**src/rtl/recip_pkg.sv**
```systemverilog
package recip_pkg;

  typedef enum logic [1:0] {
    RM_NEAREST = 2'b00,
    RM_UP      = 2'b01,
    RM_DOWN    = 2'b10,
    RM_ZERO    = 2'b11
  } rmode_e;

  typedef struct packed {
    logic invalid;
    logic divzero;
    logic overflow;
    logic underflow;
    logic inexact;
  } flags_t;

  function automatic int exp_bits(input int fmt);
    case (fmt)
      0:       return 5;
      1:       return 8;
      default: return 11;
    endcase
  endfunction

  function automatic int frac_bits(input int fmt);
    case (fmt)
      0:       return 10;
      1:       return 23;
      default: return 52;
    endcase
  endfunction

endpackage

```
**src/rtl/recip_norm.sv**
```systemverilog
module recip_norm #(
  parameter int EW = 5,
  parameter int FW = 10
) (
  input  logic [EW-1:0]        exp_i,
  input  logic [FW-1:0]        frac_i,
  output logic signed [EW+1:0] e_o,
  output logic [8:0]           mant_o
);

  logic [FW-1:0] f_al;
  logic          unused_lo;

  always_comb begin
    e_o  = {2'b00, exp_i};
    f_al = frac_i;
    if (exp_i == '0) begin
      if (!frac_i[FW-1]) begin
        e_o  = '1;
        f_al = frac_i << 2;
      end else begin
        f_al = frac_i << 1;
      end
    end
  end

  assign mant_o    = {1'b1, f_al[FW-1:FW-8]};
  assign unused_lo = ^f_al[FW-9:0];

endmodule

```
**src/rtl/recip_core.sv**
```systemverilog
module recip_core (
  input  logic [8:0] mant_i,
  output logic [8:0] est_o
);

  logic [19:0] quo;
  logic [19:0] rnd;
  logic        unused_bits;

  always_comb begin
    quo = 20'h80000 / {10'd0, mant_i, 1'b1};
    rnd = quo + 20'd1;
  end

  assign est_o       = rnd[9:1];
  assign unused_bits = ^{rnd[19:10], rnd[0]};

endmodule

```
**src/rtl/recip_pack.sv**
```systemverilog
module recip_pack #(
  parameter int EW = 5,
  parameter int FW = 10
) (
  input  logic signed [EW+1:0] e_i,
  input  logic [8:0]           est_i,
  output logic [EW-1:0]        exp_o,
  output logic [FW-1:0]        frac_o
);

  localparam int OFFSET = (1 << EW) - 3;
  localparam logic signed [EW+1:0] OFF_S = OFFSET[EW+1:0];

  logic signed [EW+1:0] r_exp;
  logic [FW:0]          tpl;
  logic                 unused_top;

  always_comb begin
    r_exp = OFF_S - e_i;
    tpl   = {1'b1, est_i[7:0], {(FW-8){1'b0}}};
    if (r_exp == '0) begin
      exp_o  = '0;
      frac_o = tpl[FW:1];
    end else if (r_exp == '1) begin
      exp_o  = '0;
      frac_o = {1'b0, tpl[FW:2]};
    end else begin
      exp_o  = r_exp[EW-1:0];
      frac_o = tpl[FW-1:0];
    end
  end

  assign unused_top = est_i[8];

endmodule

```
**src/rtl/recip_est.sv**
```systemverilog
module recip_est
  import recip_pkg::*;
#(
  parameter int FMT = 0,
  localparam int EW = exp_bits(FMT),
  localparam int FW = frac_bits(FMT),
  localparam int W  = 1 + EW + FW
) (
  input  logic         clk,
  input  logic         rst_n,
  input  logic [W-1:0] op_i,
  input  logic [1:0]   rmode_i,
  input  logic         ftz_i,
  input  logic         dnan_i,
  input  logic         squash_i,
  output logic [W-1:0] res_o,
  output logic         invalid_o,
  output logic         divzero_o,
  output logic         overflow_o,
  output logic         underflow_o,
  output logic         inexact_o
);

  localparam int OFFSET = (1 << EW) - 3;
  localparam logic [EW-1:0] FTZ_LIM = OFFSET[EW-1:0];

  logic          sgn;
  logic [EW-1:0] ex;
  logic [FW-1:0] fr, fr_eff;
  logic          ex_max, is_nan, is_snan, is_inf, is_zero, is_tiny, is_ftz;
  logic          go_inf;

  logic signed [EW+1:0] n_exp;
  logic [8:0]           n_mant, est;
  logic [EW-1:0]        p_exp;
  logic [FW-1:0]        p_frac;

  logic [W-1:0] res_d, res_q;
  flags_t       flg_d, flg_q;
  rmode_e       rm;

  assign sgn    = op_i[W-1];
  assign ex     = op_i[W-2:FW];
  assign fr     = op_i[FW-1:0];
  assign fr_eff = (squash_i && ex == '0) ? '0 : fr;
  assign rm     = rmode_e'(rmode_i);

  assign ex_max  = &ex;
  assign is_nan  = ex_max && (fr != '0);
  assign is_snan = is_nan && !fr[FW-1];
  assign is_inf  = ex_max && (fr == '0);
  assign is_zero = (ex == '0) && (fr_eff == '0);
  assign is_tiny = (ex == '0) && (fr_eff[FW-1:FW-2] == 2'b00);
  assign is_ftz  = ftz_i && (ex >= FTZ_LIM);

  always_comb begin
    case (rm)
      RM_NEAREST: go_inf = 1'b1;
      RM_UP:      go_inf = !sgn;
      RM_DOWN:    go_inf = sgn;
      default:    go_inf = 1'b0;
    endcase
  end

  recip_norm #(.EW(EW), .FW(FW)) u_norm (
    .exp_i  (ex),
    .frac_i (fr_eff),
    .e_o    (n_exp),
    .mant_o (n_mant)
  );

  recip_core u_core (
    .mant_i (n_mant),
    .est_o  (est)
  );

  recip_pack #(.EW(EW), .FW(FW)) u_pack (
    .e_i    (n_exp),
    .est_i  (est),
    .exp_o  (p_exp),
    .frac_o (p_frac)
  );

  always_comb begin
    flg_d = '0;
    res_d = {sgn, p_exp, p_frac};
    if (is_nan) begin
      flg_d.invalid = is_snan;
      if (dnan_i) res_d = {1'b0, {EW{1'b1}}, 1'b1, {(FW-1){1'b0}}};
      else        res_d = {sgn, ex, 1'b1, fr[FW-2:0]};
    end else if (is_inf) begin
      res_d = {sgn, {(W-1){1'b0}}};
    end else if (is_zero) begin
      flg_d.divzero = 1'b1;
      res_d = {sgn, {EW{1'b1}}, {FW{1'b0}}};
    end else if (is_tiny) begin
      flg_d.overflow = 1'b1;
      flg_d.inexact  = 1'b1;
      if (go_inf) res_d = {sgn, {EW{1'b1}}, {FW{1'b0}}};
      else        res_d = {sgn, {(EW-1){1'b1}}, 1'b0, {FW{1'b1}}};
    end else if (is_ftz) begin
      flg_d.underflow = 1'b1;
      res_d = {sgn, {(W-1){1'b0}}};
    end
  end

  always_ff @(posedge clk or negedge rst_n) begin
    if (!rst_n) begin
      res_q <= '0;
      flg_q <= '0;
    end else begin
      res_q <= res_d;
      flg_q <= flg_d;
    end
  end

  assign res_o       = res_q;
  assign invalid_o   = flg_q.invalid;
  assign divzero_o   = flg_q.divzero;
  assign overflow_o  = flg_q.overflow;
  assign underflow_o = flg_q.underflow;
  assign inexact_o   = flg_q.inexact;

endmodule

```
**config.mk**
```make
export PLATFORM = sky130hd
export DESIGN_NAME = recip_est
export DESIGN_NICKNAME = d
export VERILOG_FILES = /design/src/rtl/recip_pkg.sv /design/src/rtl/recip_norm.sv /design/src/rtl/recip_core.sv /design/src/rtl/recip_pack.sv /design/src/rtl/recip_est.sv
export SDC_FILE = /design/constraint.sdc
export NUM_CORES = 1
export LEC_CHECK = 0
export ABC_AREA = 1
export BUFFER_PORTS_ARGS = -buffer_cell sky130_fd_sc_hd__buf_4
export CAP_MARGIN = 40
export CORE_UTILIZATION = 58
export DETAILED_ROUTE_END_ITERATION = 10
export PLACE_DENSITY = 0.89
export REMOVE_ABC_BUFFERS = 1
export SYNTH_ARGS = -nofsm -noshare
export SYNTH_HDL_FRONTEND = slang
export SYNTH_SLANG_ARGS = --single-unit
```
**constraint.sdc**
```tcl
create_clock -name clk -period 0.8 [get_ports clk]
set_clock_uncertainty 0.05 [all_clocks]
set_input_delay 0.08 -clock clk [delete_from_list [all_inputs] [get_ports clk]]
set_output_delay 0.08 -clock clk [all_outputs]
set_load 0.02 [all_outputs]
```
==> results list, run 1 <==
* Top-area cell type share of the netlist area: 0.161
* Rows: 41
- Dominant cell by count in the synthesized netlist: sky130_fd_sc_hd__nand2_1
- Most area-consuming cells after synthesis: sky130_fd_sc_hd__nand2_1 (16%), sky130_fd_sc_hd__ha_1 (11%), sky130_fd_sc_hd__nand3_1 (8.8%), sky130_fd_sc_hd__inv_1 (8.2%), sky130_fd_sc_hd__dfrtp_1 (6.5%)
* Total number of yosys warnings: 0
* Outcome: aborted with a tool error
- The flow stopped in clock tree synthesis.
* Count of instances resized after the clock tree is built: a little over 300
- Longest Clk Path Bufs: 2
- Mean instance size in the synthesized netlist: between 6 and 7 um^2
* Placement Cell Area: roughly 11,000 um^2
- Flop and latch count out of synthesis: 20
- Effective utilization at floorplan: 0.603
* Async S/R FF share, synth: 1.00
* First error line in the log: [ERROR DPL-0038] Utilization greater than 100%, impossible to legalize
* Number of sinks handled by clock tree synthesis: 20
- Number of distinct library cell variants in the gate-level netlist after synthesis: a little under 60
- TritonCTS created 3 clock buffers.
* Post-synth top area cell: sky130_fd_sc_hd__nand2_1
* Post-CTS setup repair buffer count: ~140
- Netlist Area Pre-Place: just under 8000 um^2
- Number of top-level pins: 44
* Post-synth top cells: sky130_fd_sc_hd__nand2_1 (331), sky130_fd_sc_hd__inv_1 (169), sky130_fd_sc_hd__nand3_1 (135)
- H-Tree Level Count: 1
- In the synthesized netlist the dominant register cell turns out to be sky130_fd_sc_hd__dfrtp_1.
- HPWL Detailed: 29.4 mm
* Die width: 117 um
- Routability cong.: between 1 and 1.5
* Number of flops mapped to enable cells by yosys: 0
* Number of I/O port buffers: 43
- Share of the yosys chip area belonging to registers: 0.0649
* Post-cts hold buffer count: 2
- Synthesis handed over a netlist of ~1,300 instances.
* Buffer cell driving the clock tree root: sky130_fd_sc_hd__clkbuf_16
* Die Y: 117 um
-- cell families after synthesis --
family | count (synthesis) | share of synthesized area
and+or+nand+nor | 738 | 0.503
buffers and inverters | 215 | 0.123
AOI/OAI and AO/OA | 172 | 0.127
DFF | 20 | 0.0649
adders and majority gates | 73 | 0.125
xor gates and xnor gates | 50 | 0.0568
-- metrics by stage --
stage	instances	worst slack, ns	hold slack (ns)	TNS, ns
detailed placement	1884	-16.46	-0.0906	-173.74
global placement	1884	-14.16	-0.0936	-150.59
floorplan	1250	-16.16	-0.266	-167.89
==> run 2: changes to the inputs <==
CORE_UTILIZATION = 40   (was 58)
PLACE_DENSITY = default   (was 0.89)
PLACE_DENSITY_LB_ADDON = 0.15   (was default)
clock period = 1 ns   (was 0.8 ns; I/O delays follow)
==> results list, run 2 <==
- The flow ran to the end, but the final reports show violations.
- Violated checks: setup timing
* Global-route total usage across every layer: 0.280
- The HPWL reported at the end of detailed placement is 21.3 mm (-27%).
* Netlist Area Pre-Place: 7710 um^2 (unchanged)
* Global Route met3 Usage: 0.0146
- The multi-input combinational cells in the finished layout cover a total of roughly 7300 um^2.
- The first routing iteration left a little under 700 violations.
- Post-synthesis instance total: 1,268 (unchanged)
* CTS tree: built
- For this run, design rule violations remaining after detail routing come to 0.
* Number of sinks handled by clock tree synthesis: 20 (unchanged)
- Cts bufs inserted: 3 (unchanged)
- Die Y: 141 um (+20%)
- Total number of yosys warnings: 0 (unchanged)
- Fill cells in the final layout number between 1,000 and 1,500.
* Post-synth top cells: sky130_fd_sc_hd__nand2_1 (331), sky130_fd_sc_hd__inv_1 (169), sky130_fd_sc_hd__nand3_1 (135)
- Total count of max-transition violations in the final report: 0
- Count of cell instances traversed by the critical path: approximately 130
- Crit-path slowest cell: sky130_fd_sc_hd__ha_1
- The number of input and output port buffers inserted is 43 (unchanged).
- The worst hold path was traced through 2 stages.
* Number of antenna violations at the first check in global routing: 0
- At the end of the flow, the number of nets in the layout was 1,969.
- For the pin with the worst max-slew slack, the measured transition is 0.508 ns.
- The final hold violation count came to 0.
* Total global routing overflow: 0
- After detailed routing, the number of vias per cell comes to 5.27.
- The number of synthesized flops with an enable pin was 0 (unchanged).
- Setup slack on the critical path of the routed design comes to -14.17 ns.
- Category of cells accounting for the largest share of critical-path delay: simple AND/OR/NAND/NOR gates
- Dividing the final minimum period by the clock period gives 15.2.
- Largest net degree at the start of global routing: 21
- Setup repair after global routing missed its margin: true
- Tightest Hold Check Type: primary input to flip-flop
- STA classifies the critical path startpoint as a primary input.
- Flop and latch count out of synthesis: 20 (unchanged)
- Summing over every cut layer, the via total after detailed routing is ~11,000.
- Static timing analysis puts the maximum clock frequency at ~66 MHz.
- For this run, global-route usage on met2 was measured as 0.534.
- Longest Clk Path Bufs: 2 (unchanged)
* Setup Total Neg Slack: -147.13 ns
- Compared with the post-synthesis result, the final layout area differs by 78.9%.
- Most frequent cells in the layout: sky130_fd_sc_hd__buf_4 (583), sky130_fd_sc_hd__nand2_1 (294), sky130_fd_sc_hd__inv_1 (146), sky130_fd_sc_hd__nand3_1 (119), sky130_fd_sc_hd__nand2_2 (82)
* Required time of the critical path: 1.13 ns
- Die Outline Area: between 15,000 and 20,000 um^2
* Post-placement cell count: 1,970 (+4.6%)
* Post-synth top area cell: sky130_fd_sc_hd__nand2_1
* Wirelength per Cell: between 15 and 20 um
- DR pass1 iterations: 5
* Largest fanout on the critical path: 8
- Clock-pin slew on the worst setup and hold paths: 0.05 ns
- Across the whole layout, storage elements account for between 500 and 600 um^2.
- Subtracting the final worst setup slack from the clock period gives between 15 and 20 ns.
* Total inserted antenna cells: 0
- Arrival time reported for the critical path endpoint: around 15 ns
- Max transition margin: 0.658
- Critical path buffers and inverters: 30
- The library cell used most frequently in the layout, excluding fill and tap cells, is sky130_fd_sc_hd__buf_4.
- Core area: approximately 19,000 um^2
- Once detail routing completed, the nets flagged for antenna violations numbered 0.
* Busiest layer in global routing: met2
- Effective utilization at floorplan: 0.411 (-0.193)
- Excluding fillers, the count of instances in the completed layout stands at approximately 2,100.
- Via count of the first global-routing pass: 10,300
- CP peak stage delay: just over 0.3 ns
- The share of async-settable or async-resettable flops after synthesis came to 1.00 (unchanged).
* Flip-flop count of the largest register, all copies and words added: 16
- Maximum Capacitance Violations: 0
- Among the stages of the critical path, the cell type that occurs most often is sky130_fd_sc_hd__nand2_2.
- Share of the yosys chip area belonging to registers: 0.0649 (unchanged)
- Routability cong.: 0.917 (-8.5%)
- Yosys attributes the largest share of cell area to sky130_fd_sc_hd__nand2_1 (16%), sky130_fd_sc_hd__ha_1 (11%), sky130_fd_sc_hd__nand3_1 (8.8%), sky130_fd_sc_hd__inv_1 (8.2%), sky130_fd_sc_hd__dfrtp_1 (6.5%).
- Wires add up to ~32 mm.
- For this run, the leading register cell type out of synthesis is sky130_fd_sc_hd__dfrtp_1.
- By instance count, the leading cell after synthesis is sky130_fd_sc_hd__nand2_1.
- The per-instance average area after synthesis is 6.08 um^2 (unchanged).
* Layout cells sized above 1: 0.521
- Global-route wire length before repair: 46.1 mm
- H-Tree Level Count: 1 (unchanged)
- Met1 GRT Util: 0.333
- Setup violators final: 20
- STA classifies the critical path endpoint as a flip-flop.
- Buffer cell driving the clock tree root: sky130_fd_sc_hd__clkbuf_16
- Number of distinct library cell variants in the gate-level netlist after synthesis: 58 (unchanged)
* Startpoint-to-endpoint class of the critical path: primary input to flip-flop
- The horizontal die dimension was 141 um (+20%).
- Top-area cell type share of the netlist area: 0.161 (unchanged)
* Number of top-level pins: 44 (unchanged)
- The number of standard-cell rows in the floorplan is 50 (+22%).
==> run 2: cell counts after synthesis <==
Identical to the previous run, type by type.
==> run 2: layout make-up <==
type / instances / area share
multi-input combinational: 1034 / 0.531
timing repair buffer: 617 / 0.347
inverter: 197 / 0.0576
sequential: 20 / 0.0363
tap: 234 / 0.0212
clock buffer: 4 / 0.00644
==> run 2: final timing paths <==
check / end / from / slack (ns)
min: res_o[15]$_DFF_PN0_ / dnan_i / 0.008
max: res_o[7]$_DFF_PN0_ / op_i[13] / -14.17
min in group asynchronous: underflow_o$_DFF_PN0_ / rst_n / 0.22
max in group asynchronous: res_o[5]$_DFF_PN0_ / rst_n / 0.49
==> run 2: kinds of logic (layout without fill, tap and decap cells) <==
family | Yosys count | count (layout) | share of synthesized area
and+or+nand+nor | 738 | 739 | 0.503
DFF | 20 | 20 | 0.0649
buffers and inverters | 215 | 818 | 0.123
AOI/OAI and AO/OA | 172 | 172 | 0.127
adders and majority gates | 73 | 73 | 0.125
xor gates and xnor gates | 50 | 50 | 0.0568
==> run 2: metrics by stage <==
step | cell area [um^2] | util | hold WS [ns] | worst slack (ns)
2_1_floorplan | 7520 | - | -0.246 | -15.98
4_1_cts | 12900 | 0.688 | 0.0136 | -13.26
5_1_grt | 13800 | 0.735 | 0.00519 | -14.95
3_5_place_dp | 11500 | 0.612 | -0.0711 | -14.71
3_3_place_gp | 11500 | 0.612 | -0.0695 | -14.25
6_report | 13800 | 0.735 | 0.00783 | -14.17
==> run 2: routing by layer <==
layer  share of wire  wire [um]  up-vias
met5               0          0        -
met4           0.047       1520        0
met3           0.045       1460      149
met2            0.51      16500      429
met1            0.40      12700     5142
li1                -          -     5388
==> run 2: repair_timing <==
| action | 4_1_cts | 5_1_grt |
|---|---|---|
| gates resized for setup | 160 | 138 |
| hold buffers | 1 | 0 |
| setup buffers | 95 | 35 |
| pin swaps | 98 | 104 |
| setup endpoints to repair | 20 | 20 |
| endpoints found under the hold margin | 20 | 0 |
| cloned | 1 | 0 |
Power of run 2 is not shown: default switching activity piles up to over one toggle a cycle in this logic, so the estimate is an artifact.
==> run 3: changes to the inputs <==
BUFFER_PORTS_ARGS = default   (was -buffer_cell sky130_fd_sc_hd__buf_4)
DONT_BUFFER_PORTS = 1   (was default)
==> results list, run 3 (synthesis gave the netlist of run 2 again) <==
- Number of sinks handled by clock tree synthesis: 20 (unchanged)
- Arrival time reported for the critical path endpoint: 15.00 ns (-0.31 ns)
* Final nets: 1,959 (-0.51%)
- The reported max-cap violation count came to 0 (unchanged).
- Setup violators final: 18 (-10%)
* Crit-path slowest cell: sky130_fd_sc_hd__ha_1
- The maximum fanout along the worst path is 8 (unchanged).
- Worst Setup Slack, final: -13.93 ns (+0.242 ns)
- Die width: 141 um (unchanged)
- Hold path cells: 3 (+1)
- The critical path is of the primary input to flip-flop type.
- The area occupied by multi-input gates is 7370 um^2 (+0.63%).
* DR pass1 iterations: 8 (+3)
* H-Tree Level Count: 1 (unchanged)
* Clock-pin slew on the worst setup and hold paths: 0.06 ns (about the same)
- The number of standard-cell rows in the floorplan is 50 (unchanged).
- Launch point of the worst hold path: op_i[15]
- The routability-driven placement congestion ratio came to 0.910 (-0.85%).
* Number of top-level pins: 44 (unchanged)
* DRC Markers: 0 (unchanged)
- Number of I/O port buffers: 0 (-100%)
* Via count of the first global-routing pass: 10,500 (+2.0%)
- The time the final worst path needs with I/O delays and setup is 14.93 ns (-0.242 ns).
- Layout cells sized above 1: 0.519 (-0.00204)
* Die Y: 141 um (unchanged)
* Outcome: finished, violations left
* Tightest hold margin: 0.0339 ns (+0.0261 ns)
* Setup WS pre-CTS: -14.67 ns (+0.0330 ns)
- Hold violation total from the final report: 0 (unchanged)
* Worst slew pin tran: 0.528 ns (+0.0199 ns)
- STA classifies the critical path endpoint as a flip-flop.
* Wirelength per Cell: 15.4 um (+1.0%)
- Share of the cycle needed by the critical path after routing: 14.9 (-0.242)
- Buffer cell driving the clock tree root: sky130_fd_sc_hd__clkbuf_16
* Synth-to-layout area growth: 78.0%
- Reg area: 502 um^2 (+0.25%)
- Total wire length: 32.4 mm (+0.55%)
- The library cell used most frequently in the layout, excluding fill and tap cells, is sky130_fd_sc_hd__buf_4.
- Effective utilization at floorplan: 0.411 (unchanged)
- The number of antenna repair diodes is 0 (unchanged).
- Core area: 18,800 um^2 (unchanged)
- The number of antenna violations at the first check in global routing is 0 (unchanged).
* Total count of max-transition violations in the final report: 0 (unchanged)
- Die Outline Area: 19,800 um^2 (unchanged)
* Largest net degree at the start of global routing: 21 (unchanged)
* Category of cells accounting for the largest share of critical-path delay: buffers and inverters
- The worst hold path terminates at res_o[15]$_DFF_PN0_.
- Number of inserted filler cells in the final layout: 1,340 (-3.4%)
* Achievable Freq: 67.0 MHz (+1.6%)
* Total global routing overflow: 0 (unchanged)
* Required time of the critical path: 1.07 ns (-0.06 ns)
- CTS tree: built
- Setup repair after global routing missed its margin: true
* Vias after detailed routing: 11,000 (-0.91%)
- The global-route usage over all layers was 0.295 (+0.0144).
- The final reports fail on setup timing.
* CP peak stage delay: 0.30 ns (about the same)
- The path class of the tightest hold or removal check is primary input to flip-flop.
- Critical path launch point type: primary input
- Longest Clk Path Bufs: 2 (unchanged)
- The routed via count divided by cell count came to 5.25 (-0.44%).
- Flip-flop count of the largest register, all copies and words added: 16 (unchanged)
- The wire length of the first global-routing pass came to 48.1 mm (+4.5%).
* Number of antenna-violating nets in the routed design: 0 (unchanged)
- Cts bufs inserted: 3 (unchanged)
- Library cell appearing most often on the critical path: sky130_fd_sc_hd__buf_4
- Max transition margin: 0.644 (-0.0134)
- The top cell types in the final layout, fill and taps aside, are sky130_fd_sc_hd__buf_4 (570), sky130_fd_sc_hd__nand2_1 (296), sky130_fd_sc_hd__inv_1 (149), sky130_fd_sc_hd__nand3_1 (121), sky130_fd_sc_hd__nand2_2 (85).
- DRC violation total after the first TritonRoute iteration: 646 (-4.0%)
* Critical path buffers and inverters: 53 (+77%)
- The HPWL reported at the end of detailed placement was 20.9 mm (-2.1%).
run 3: changes by cell type in the layout (fill, tap and decap cells not counted), moves of 5 or more:
cell	delta
sky130_fd_sc_hd__buf_4	-13
sky130_fd_sc_hd__buf_6	-5
sky130_fd_sc_hd__dlygate4sd3_1	+12
sky130_fd_sc_hd__a21oi_2	+8
sky130_fd_sc_hd__a21oi_1	-7
sky130_fd_sc_hd__nor2_4	+5
sky130_fd_sc_hd__nand2_4	-5
sky130_fd_sc_hd__o21ai_2	+5
run 3: worst max path at each step:
stage                         from                  to  slack, ns  cells after the start
after floorplan           op_i[12]  res_o[9]$_DFF_PN0_     -15.98                    121
after global routing      op_i[11]  res_o[6]$_DFF_PN0_     -14.87                    124
after detailed placement  op_i[14]  res_o[9]$_DFF_PN0_     -14.67                    125
after global placement    op_i[14]  res_o[9]$_DFF_PN0_     -14.11                    119
final                     op_i[11]  res_o[1]$_DFF_PN0_     -13.93                    124
after CTS                 op_i[10]  res_o[7]$_DFF_PN0_     -13.17                    129
run 3: routing by layer:
metal  up-vias  track usage  wire (um)
met3       143       0.0245       1470
met2       411        0.556      16500
met1      5098        0.347      13000
li1       5355            -          -
met4         0        0.102       1380
met5         -            0          0
run 3: final cells by class:
cell class,instances,share of cell area
Sequential cell,20,0.0366
Inverter,197,0.0580
Multi-Input combinational cell,1034,0.537
Timing Repair Buffer,607,0.341
Clock buffer,4,0.00647
Tap cell,234,0.0213
run 3: repair_timing:
action / in CTS / in global routing
endpoints found under the setup margin: 20 / 20
hold buffers: 12 / 1
pin swaps: 120 / 121
buffers inserted: 138 / 32
endpoints found under the hold margin: 32 / 1
gates resized for setup: 178 / 124
gates cloned: 2 / 0
run 3: per-stage QoR:
stage	std cells	util	cell area [um^2]	setup TNS, ns
after floorplan	1250	-	7520	-164.31
after global placement	1907	0.586	11000	-147.50
after detailed placement	1907	0.586	11000	-153.63
after CTS	2063	0.689	12900	-136.76
after global routing	2096	0.731	13700	-152.69
final	2096	0.731	13700	-143.00
run 3: tightest hold or removal path: cells and delay by family:
kind	cells	cell delay (ns)
AO/OA/AOI/OAI	1	0.05
buffers and inverters	2	0.15
Power of run 3 is left out for the same reason.
